==> src/rtl/ltt_pkg.sv <==
package ltt_pkg;
  localparam int unsigned OFF_TICK  = 8'h00;
  localparam int unsigned OFF_ICNT  = 8'h08;
  localparam int unsigned OFF_CTRL  = 8'h20;
  localparam int unsigned OFF_STAT  = 8'h30;
  localparam int unsigned OFF_EN    = 8'h34;
  localparam int unsigned OFF_WSTAT = 8'h40;

  localparam int unsigned CTRL_TICK_RUN = 0;
  localparam int unsigned CTRL_ICNT_RUN = 1;
  localparam int unsigned CTRL_INTERVAL = 2;

  localparam int unsigned WS_TICK = 0;
  localparam int unsigned WS_ICNT = 1;
  localparam int unsigned WS_CTRL = 3;

  localparam int unsigned ICNT_FORCE_BIT = 31;
endpackage

==> src/rtl/ltt_prescaler.sv <==
module ltt_prescaler #(
  parameter int unsigned W = 32
) (
  input  logic         clk_i,
  input  logic         rst_ni,
  input  logic         run_i,
  input  logic [W-1:0] reload_i,
  output logic         tick_o
);
  logic [W-1:0] cnt_q;

  assign tick_o = run_i && (cnt_q == '0);

  always_ff @(posedge clk_i or negedge rst_ni) begin
    if (!rst_ni)         cnt_q <= '0;
    else if (!run_i)     cnt_q <= reload_i;   // park at reload while halted
    else if (tick_o)     cnt_q <= reload_i;
    else                 cnt_q <= cnt_q - 1'b1;
  end

  a_r2_reload_after_tick: assert property (@(posedge clk_i) disable iff (!rst_ni)
    tick_o |=> (cnt_q == $past(reload_i)));

  a_r2_count_down: assert property (@(posedge clk_i) disable iff (!rst_ni)
    (run_i && !tick_o) |=> (cnt_q == $past(cnt_q) - 1'b1));
endmodule

==> src/rtl/ltt_icount.sv <==
module ltt_icount #(
  parameter int unsigned W = 31
) (
  input  logic         clk_i,
  input  logic         rst_ni,
  input  logic         run_i,
  input  logic         tick_i,
  input  logic [W-1:0] reload_i,
  input  logic         force_i,
  input  logic [W-1:0] force_val_i,
  output logic         expire_o
);
  logic [W-1:0] cnt_q;
  logic         last;

  assign last     = (cnt_q <= W'(1));
  assign expire_o = run_i && tick_i && last && !force_i;

  always_ff @(posedge clk_i or negedge rst_ni) begin
    if (!rst_ni)                 cnt_q <= '0;
    else if (force_i)            cnt_q <= force_val_i;
    else if (expire_o)           cnt_q <= reload_i;
    else if (run_i && tick_i)    cnt_q <= cnt_q - 1'b1;
  end

  a_r3_tick_decrements: assert property (@(posedge clk_i) disable iff (!rst_ni)
    (run_i && tick_i && !force_i && !expire_o) |=> (cnt_q == $past(cnt_q) - 1'b1));

  a_r4_force_loads: assert property (@(posedge clk_i) disable iff (!rst_ni)
    force_i |=> (cnt_q == $past(force_val_i)));

  a_r10_hold_when_stopped: assert property (@(posedge clk_i) disable iff (!rst_ni)
    (!run_i && !force_i) |=> $stable(cnt_q));
endmodule

==> src/rtl/ltt_regs.sv <==
module ltt_regs
  import ltt_pkg::*;
#(
  parameter int unsigned ADDR_W   = 12,
  parameter int unsigned INST_IDX = 0,
  parameter int unsigned TICK_W   = 32,
  parameter int unsigned ICNT_W   = 31
) (
  input  logic              clk_i,
  input  logic              rst_ni,
  input  logic              bus_req_i,
  input  logic              bus_we_i,
  input  logic [ADDR_W-1:0] bus_addr_i,
  input  logic [31:0]       bus_wdata_i,
  output logic [31:0]       bus_rdata_o,
  input  logic              expire_i,
  output logic [TICK_W-1:0] tick_reload_o,
  output logic [ICNT_W-1:0] icnt_reload_o,
  output logic              icnt_force_o,
  output logic              tick_run_o,
  output logic              icnt_run_o,
  output logic              irq_o
);
  localparam int unsigned BASE     = 32'h300 + 32'h100 * INST_IDX;
  localparam int unsigned PAGE_W   = ADDR_W - 8;
  localparam logic [PAGE_W-1:0] PAGE = PAGE_W'(BASE >> 8);

  logic              hit;
  logic [7:0]        off;
  logic              wr_tick, wr_icnt, wr_ctrl, wr_stat, wr_en, wr_wstat;
  logic [TICK_W-1:0] tick_q;
  logic [ICNT_W-1:0] icnt_q;
  logic [2:0]        ctrl_q;
  logic              stat_q, en_q;
  logic [3:0]        wstat_q;

  assign hit = bus_req_i && (bus_addr_i[ADDR_W-1:8] == PAGE);
  assign off = bus_addr_i[7:0];

  assign wr_tick  = hit && bus_we_i && (off == 8'(OFF_TICK));
  assign wr_icnt  = hit && bus_we_i && (off == 8'(OFF_ICNT));
  assign wr_ctrl  = hit && bus_we_i && (off == 8'(OFF_CTRL));
  assign wr_stat  = hit && bus_we_i && (off == 8'(OFF_STAT));
  assign wr_en    = hit && bus_we_i && (off == 8'(OFF_EN));
  assign wr_wstat = hit && bus_we_i && (off == 8'(OFF_WSTAT));

  // a write that clears a run bit halts that stage on the same edge
  assign tick_run_o = ctrl_q[CTRL_TICK_RUN] && !(wr_ctrl && !bus_wdata_i[CTRL_TICK_RUN]);
  assign icnt_run_o = ctrl_q[CTRL_ICNT_RUN] && !(wr_ctrl && !bus_wdata_i[CTRL_ICNT_RUN]);

  assign tick_reload_o = tick_q;
  assign icnt_reload_o = icnt_q;
  assign icnt_force_o  = wr_icnt && bus_wdata_i[ICNT_FORCE_BIT];
  assign irq_o         = stat_q && en_q;

  always_ff @(posedge clk_i or negedge rst_ni) begin
    if (!rst_ni) begin
      tick_q  <= '0;
      icnt_q  <= '0;
      ctrl_q  <= '0;
      stat_q  <= 1'b0;
      en_q    <= 1'b0;
      wstat_q <= '0;
    end else begin
      if (wr_tick) tick_q <= bus_wdata_i[TICK_W-1:0];
      if (wr_icnt) icnt_q <= bus_wdata_i[ICNT_W-1:0];
      if (wr_en)   en_q   <= bus_wdata_i[0];

      if (wr_ctrl)
        ctrl_q <= bus_wdata_i[2:0];
      else if (expire_i && !ctrl_q[CTRL_INTERVAL])
        ctrl_q[CTRL_ICNT_RUN] <= 1'b0;

      if (expire_i)                     stat_q <= 1'b1;
      else if (wr_stat && bus_wdata_i[0]) stat_q <= 1'b0;

      if (wr_wstat) begin
        wstat_q[WS_TICK] <= wstat_q[WS_TICK] && !bus_wdata_i[WS_TICK];
        wstat_q[WS_ICNT] <= wstat_q[WS_ICNT] && !bus_wdata_i[WS_ICNT];
        wstat_q[WS_CTRL] <= wstat_q[WS_CTRL] && !bus_wdata_i[WS_CTRL];
      end else begin
        if (wr_tick) wstat_q[WS_TICK] <= 1'b1;
        if (wr_icnt) wstat_q[WS_ICNT] <= 1'b1;
        if (wr_ctrl) wstat_q[WS_CTRL] <= 1'b1;
      end
      wstat_q[2] <= 1'b0;
    end
  end

  always_comb begin
    bus_rdata_o = '0;
    if (hit && !bus_we_i) begin
      case (off)
        8'(OFF_TICK):  bus_rdata_o = 32'(tick_q);
        8'(OFF_ICNT):  bus_rdata_o = 32'(icnt_q);
        8'(OFF_CTRL):  bus_rdata_o = 32'(ctrl_q);
        8'(OFF_STAT):  bus_rdata_o = 32'(stat_q);
        8'(OFF_EN):    bus_rdata_o = 32'(en_q);
        8'(OFF_WSTAT): bus_rdata_o = 32'(wstat_q);
        default:       bus_rdata_o = '0;
      endcase
    end
  end

  a_r6_oneshot_stops: assert property (@(posedge clk_i) disable iff (!rst_ni)
    (expire_i && !ctrl_q[CTRL_INTERVAL] && !wr_ctrl) |=> !ctrl_q[CTRL_ICNT_RUN]);

  a_r7_status_sticky: assert property (@(posedge clk_i) disable iff (!rst_ni)
    (stat_q && !(wr_stat && bus_wdata_i[0])) |=> stat_q);

  a_r9_ack_ctrl: assert property (@(posedge clk_i) disable iff (!rst_ni)
    wr_ctrl |=> wstat_q[WS_CTRL]);

  a_r5_interval_keeps_run: assert property (@(posedge clk_i) disable iff (!rst_ni)
    (expire_i && ctrl_q[CTRL_INTERVAL] && !wr_ctrl) |=> ctrl_q[CTRL_ICNT_RUN]);
endmodule

==> src/rtl/local_tick_timer.sv <==
module local_tick_timer #(
  parameter int unsigned ADDR_W   = 12,
  parameter int unsigned INST_IDX = 0,
  parameter int unsigned TICK_W   = 32,
  parameter int unsigned ICNT_W   = 31
) (
  input  logic              clk_i,
  input  logic              rst_ni,
  input  logic              bus_req_i,
  input  logic              bus_we_i,
  input  logic [ADDR_W-1:0] bus_addr_i,
  input  logic [31:0]       bus_wdata_i,
  output logic [31:0]       bus_rdata_o,
  output logic              irq_o
);
  logic [TICK_W-1:0] tick_reload;
  logic [ICNT_W-1:0] icnt_reload;
  logic              icnt_force, tick_run, icnt_run, tick, expire;

  ltt_regs #(
    .ADDR_W(ADDR_W), .INST_IDX(INST_IDX), .TICK_W(TICK_W), .ICNT_W(ICNT_W)
  ) u_regs (
    .clk_i, .rst_ni, .bus_req_i, .bus_we_i, .bus_addr_i, .bus_wdata_i, .bus_rdata_o,
    .expire_i(expire), .tick_reload_o(tick_reload), .icnt_reload_o(icnt_reload),
    .icnt_force_o(icnt_force), .tick_run_o(tick_run), .icnt_run_o(icnt_run), .irq_o
  );

  ltt_prescaler #(.W(TICK_W)) u_pre (
    .clk_i, .rst_ni, .run_i(tick_run), .reload_i(tick_reload), .tick_o(tick)
  );

  ltt_icount #(.W(ICNT_W)) u_icnt (
    .clk_i, .rst_ni, .run_i(icnt_run), .tick_i(tick), .reload_i(icnt_reload),
    .force_i(icnt_force), .force_val_i(bus_wdata_i[ICNT_W-1:0]), .expire_o(expire)
  );
endmodule

==> config.mk <==
export PLATFORM = sky130hd
export DESIGN_NAME = local_tick_timer
export DESIGN_NICKNAME = d
export VERILOG_FILES = /design/src/rtl/ltt_pkg.sv /design/src/rtl/ltt_prescaler.sv /design/src/rtl/ltt_icount.sv /design/src/rtl/ltt_regs.sv /design/src/rtl/local_tick_timer.sv
export SDC_FILE = /design/constraint.sdc
export NUM_CORES = 1
export LEC_CHECK = 0
export ABC_CLOCK_PERIOD_IN_PS = 2900
export BUFFER_PORTS_ARGS = -buffer_cell sky130_fd_sc_hd__buf_2
export CORE_MARGIN = 10
export CORE_UTILIZATION = 59
export DETAILED_ROUTE_END_ITERATION = 8
export PLACE_DENSITY_LB_ADDON = 0.25
export SLEW_MARGIN = 40
export SYNTH_ARGS = -nofsm -noshare
export SYNTH_HDL_FRONTEND = slang
export SYNTH_SLANG_ARGS = --single-unit
==> constraint.sdc <==
create_clock -name clk_i -period 2.9 [get_ports clk_i]
set_clock_uncertainty 0.15 [all_clocks]
set_input_delay 0 -clock clk_i [delete_from_list [all_inputs] [get_ports clk_i]]
set_output_delay 0 -clock clk_i [all_outputs]
set_load 0.03 [all_outputs]
After elaboration in Yosys (flattened, before gate mapping):

Cells that the tools add are included.

* div/mod/pow operators: 0
* shifts and indexed selects: 0
* reductions and logical operators: 40
* multiplexer cells: 16
* $mul: 0
* equal/unequal tests: 6
* $add $sub $neg: 2
* bitwise operators: 0
* $lt $le $gt $ge: 1

Operator list (number)
* $pmux 32 s6: 1
* $mux 32: 3
* $mux 31: 3
* $logic_not 32->1: 1
* $sub 32x1->32 const B: 1
* $le 31x1->1 const B: 1
* $sub 31x1->31 const B: 1
* $eq 8x6->1 const B: 3
* $logic_and 1x1->1: 24
* $reduce_bool 2->1: 5
* $eq 8x4->1 const B: 1
* $eq 8x7->1 const B: 1
* $logic_not 1->1: 8
* $logic_not 8->1: 1
* $mux 1: 8
* $eq 4x2->1 const B: 1
* $reduce_bool 3->1: 1
* $mux 2: 1

* bits in registers: 134
* memory bits (read-only): 0
* input port bits: 48
* RAM bits: 0
* logic and storage cells: 76
* memories: 0
* output and inout bits: 33
* latch bits: 0

Depth between registers and ports, before layout:

* depth after elaboration: 14
* mapped depth: 10
* gate-level depth less buffers: 8

Hierarchy:

Synthesis repeated with hierarchy kept, for this count alone.

* cell total of the unflattened synthesis: 780
* area total of the unflattened synthesis: 7773.7 µm²

Modules (own cells, without submodules)
* ltt_regs: sequential area each 1776.7 µm², area each 3484.6 µm², instances 1, cells each 274
* ltt_icount: sequential area each 775.7 µm², area each 2497.4 µm², instances 1, cells each 310
* ltt_prescaler: sequential area each 800.8 µm², area each 1791.7 µm², instances 1, cells each 196

Worst setup path after synthesis:

OpenSTA, ideal clock, no wires.

* path kind: reg2reg
* start: register u_pre.cnt_q[0]
* end: register u_icnt.cnt_q[30]
* clock period less this slack: 2.642 ns
* arrival time: 2.351 ns
* buffers on the path: 1
* required time: 2.609 ns
* library setup time: 0.141 ns
* cell stages (with the launch flop): 10
* path slack: 0.258 ns
* path through: dfrtp_1 -> inv_1 -> ha_1 -> or4b_4 -> nor4_2 -> nand4_1 -> or3_1 -> buf_2 -> o41ai_1 -> a31oi_1

* word-level cells in the longest chain between the ends: 7
* elaborated cells on any way between the ends: 8
* those cells by class: mux: 2; reduce/logical: 6

RTL lines
* from (decl): RTL line ltt_prescaler.sv:10 `logic [W-1:0] cnt_q;`
* from (signal assigned): RTL line ltt_prescaler.sv:16 `else if (!run_i) cnt_q <= reload_i;`
* from (signal assigned): RTL line ltt_prescaler.sv:17 `else if (tick_o) cnt_q <= reload_i;`
* from (signal assigned): RTL line ltt_prescaler.sv:18 `else cnt_q <= cnt_q - 1'b1;`
* $logic_not 32->1 *: RTL line ltt_prescaler.sv:12 `assign tick_o = run_i && (cnt_q == '0);`
* $logic_and 1x1->1 *: RTL line ltt_prescaler.sv:12
* $logic_and 1x1->1 *: RTL line ltt_icount.sv:17, ltt_icount.sv:23
* $logic_and 1x1->1 (2 in a row): RTL line ltt_icount.sv:17 `assign expire_o = run_i && tick_i && last && !force_i;`
* $mux 31: RTL line ltt_icount.sv:22 `else if (expire_o) cnt_q <= reload_i;`
* $mux 31: RTL line ltt_icount.sv:21 `else if (force_i) cnt_q <= force_val_i;`
* to (signal assigned): RTL line ltt_icount.sv:21
* to (signal assigned): RTL line ltt_icount.sv:22
* to (signal assigned): RTL line ltt_icount.sv:23 `else if (run_i && tick_i) cnt_q <= cnt_q - 1'b1;`
* to (decl): RTL line ltt_icount.sv:13 `logic [W-1:0] cnt_q;`

Mark *: on every way between the ends. The rest lies on a longest branch, timed or not.
A chain may end at the register's enable or synchronous reset.

Worst setup path in the final report:

* start: register u_pre.cnt_q[0]
* end: register u_icnt.cnt_q[22]

Same word-level chain as after synthesis.

==> flow_summary.toml <==
[finish]
drive_gt1_frac = 0.255
syn2layout_area_growth_pct = 25.8
antennaDiodeCount = 0
layout.nets = 945
final_core_util = 0.762

[run_status]
violations = "hold timing"
status = "complete, but fails checks"

[critical_path]
reg2reg_from = "u_pre.cnt_q[0]"
critPathMaxFanout = 23
crit_chain = "inv_1 > ha_1 > or4b_4 > nor4_2 > nand4_1 > or3_4 > buf_8 > a211o_1 > a31oi_1"
critPathKind = "register to register"
r2r_end = "u_icnt.cnt_q[22]"
cp-end-kind = "register"
cp.arrival_ps = 2940
cp_slowest_cell = "or4b_4"
reg2reg_depth = 9
path_buf_inv = 2
crit_cells = 9
required_ps = 3090
rrSetupSlack_ps = 140
critPathTopFamily = "simple AND/OR/NAND/NOR gates"
crit_end = "u_icnt.cnt_q[22]"
start_kind = "register"
max_stage_delay_ps = 490
crit_start = "u_pre.cnt_q[0]"

[synthesis]
syn_nets = 813
ys_ff_latch = 134
synth_edf_count = 0
syn-instance-count = 761
ys.flop_type = "dfrtp_1"
avgSynthCellArea_um2 = 9.61
synth_top_cell_area_share = 0.459
ys_top_cells_by_count = "dfrtp_1, nor2_1, a21oi_1"
syn_area_um2 = 7310
synth_top_area_cell = "dfrtp_1"
yosysSeqAreaShare = 0.459
ys_top_cells_by_area = "dfrtp_1, mux2_2, nor2_1"
async_flop_share = 1.00
synth_most_common_cell = "dfrtp_1"
yosys_warnings = 0
ys_types = 56

[route]
drt_iter0_markers = 754
num_vias = 6759
drc_errors = 0
ant_nets = 0
wirelength_um = 21800
viasPerCell = 6.29
wl_per_cell_um = 20.3
drtPass1Iterations = 6

[floorplanning]
dieHeight_um = 131
fp.coreArea_um2 = 12100
fp.dieW_um = 131
ios = 81
dieArea_um2 = 17200
placementRows = 40
start_util = 0.606

[pwr]
power.density_nw_per_um2 = 487
power.total_w = 0.00448
ir_worst_vdd_mv = 0.402
p_leak_nw = 4.25

[global_route]
track_usage = 0.249
grt_pass1_wl_um = 35800
grt_max_degree = 60
gr-total-overflow = 0
grt_pass1_vias = 7010
antenna_found_initial = 0

[sta]
fin_crit_sh = 0.950
final_hold_viol_count = 49
fin_hold_ws_ps = -43.2
rsz0062_at_grt = "no"
drv_slew = 0
worst_pin_slew_ps = 567
period_needed_ps = 2760
relSlewSlack = 0.622
finalSetupViolCount = 0
fmax_ghz = 0.363
tns_ps = 0

[clock_tree]
clk_pin_slew_ps = 60
tritoncts = "done"
worstSkewPairLatency_ps = 420
clockBufferDepth = 2
cts-root-buf = "clkbuf_16"
htreeDepth = 4
clkSinkCount = 134
cts_buffers = 17

[placement]
dp_hpwl_um = 14400
port_buffers = 80
gp_congestion = 0.912

[worst_hold_path]
hold_class = "input port to asynchronous set/reset pin"

[job]
drv_cap = 0
==> per-layer routing <==
| layer | global-route usage | vias up | routed length, um |
|---|---|---|---|
| met5 | 0 | - | 0 |
| met4 | 0.114 | 0 | 643 |
| met3 | 0.0541 | 51 | 1470 |
| met2 | 0.396 | 304 | 10300 |
| met1 | 0.318 | 3350 | 9390 |
| li1 | - | 3054 | - |
==> cell families after synthesis <==
logic type / count (synthesis) / share of synthesized area
multiplexers: 68 / 0.104
AO/OA/AOI/OAI: 180 / 0.161
adder cells (fa/ha/maj): 4 / 0.00685
flip-flops: 134 / 0.459
AND/OR/NAND/NOR: 275 / 0.185
XOR/XNOR: 45 / 0.0539
buffers and inverters: 55 / 0.0305
==> flip-flops by register name (all words and copies together) (netlist names) <==
| name | flops |
|---|---|
| u_regs.en_q | 1 |
| u_icnt.cnt_q | 31 |
| u_regs.wstat_q | 3 |
| u_regs.stat_q | 1 |
| u_pre.cnt_q | 32 |
| u_regs.ctrl_q | 3 |
| u_regs.icnt_reload_o | 31 |
| u_regs.tick_reload_o | 32 |
==> area by class of cell <==
class / instances / area [um2]
timing repair buffer: 160 / 1160
clock inverter: 12 / 199
inverter: 8 / 30.0
tap: 168 / 210
clock buffer: 20 / 467
multi-input combinational: 572 / 3770
sequential: 134 / 3350
fill: 812 / 2870
==> per-stage QoR <==
stage          hold slack (ps)  setup WS, ps  cells  area [um2]
2_1_floorplan             -446           258    761        7310
6_report                 -43.2           145   1074        9190
4_1_cts                   68.0          3.71   1073        9170
3_5_place_dp             -27.4          42.7    998        8070
5_1_grt                   18.1          7.17   1074        9190
3_3_place_gp             -37.4           175    998        8070
==> worst min-delay path by stage <==
stage / from / to / slack, ps
3_3_place_gp: rst_ni / u_regs.tick_reload_o[26] / -40
6_report: rst_ni / u_regs.icnt_reload_o[28] / -40
5_1_grt: rst_ni / u_regs.icnt_reload_o[28] / 20
4_1_cts: rst_ni / u_regs.icnt_reload_o[28] / 70
3_5_place_dp: rst_ni / u_regs.icnt_reload_o[28] / -30
2_1_floorplan: rst_ni / u_icnt.cnt_q[0] / -450
==> what timing repair did <==
| action | in CTS | in global routing |
|---|---|---|
| resized for setup | 0 | 4 |
| setup endpoints to repair | 0 | 25 |
| endpoints found under the hold margin | 159 | 0 |
| buffers inserted | 0 | 0 |
| hold buffers | 43 | 0 |
==> report_power, final <==
group	internal (W)	switching, W
Clock	0.00159	0.000826
Sequential	0.00188	0.00000597
Combinational	0.0000823	0.0000994
==> layout by cell type, fill, tap and decap left out, drive strengths merged, types with 4 or more instances in the layout <==
master       count
o211ai          17
nor2           120
a222oi           4
dlygate4sd3     43
nor3            20
and3             5
dfrtp          134
clkinvlp         4
xnor2           28
or3              9
bufinv           5
a211o            9
ha               4
a31oi           11
o31ai            9
nand2           42
buf            117
nand4            8
nor3b            4
mux2            66
a22oi           28
or4             11
nand3           16
o21ai           10
inv              8
nor4            21
a21oi           72
xor2            17
clkbuf          20
Power figures use the tool's default switching activity.
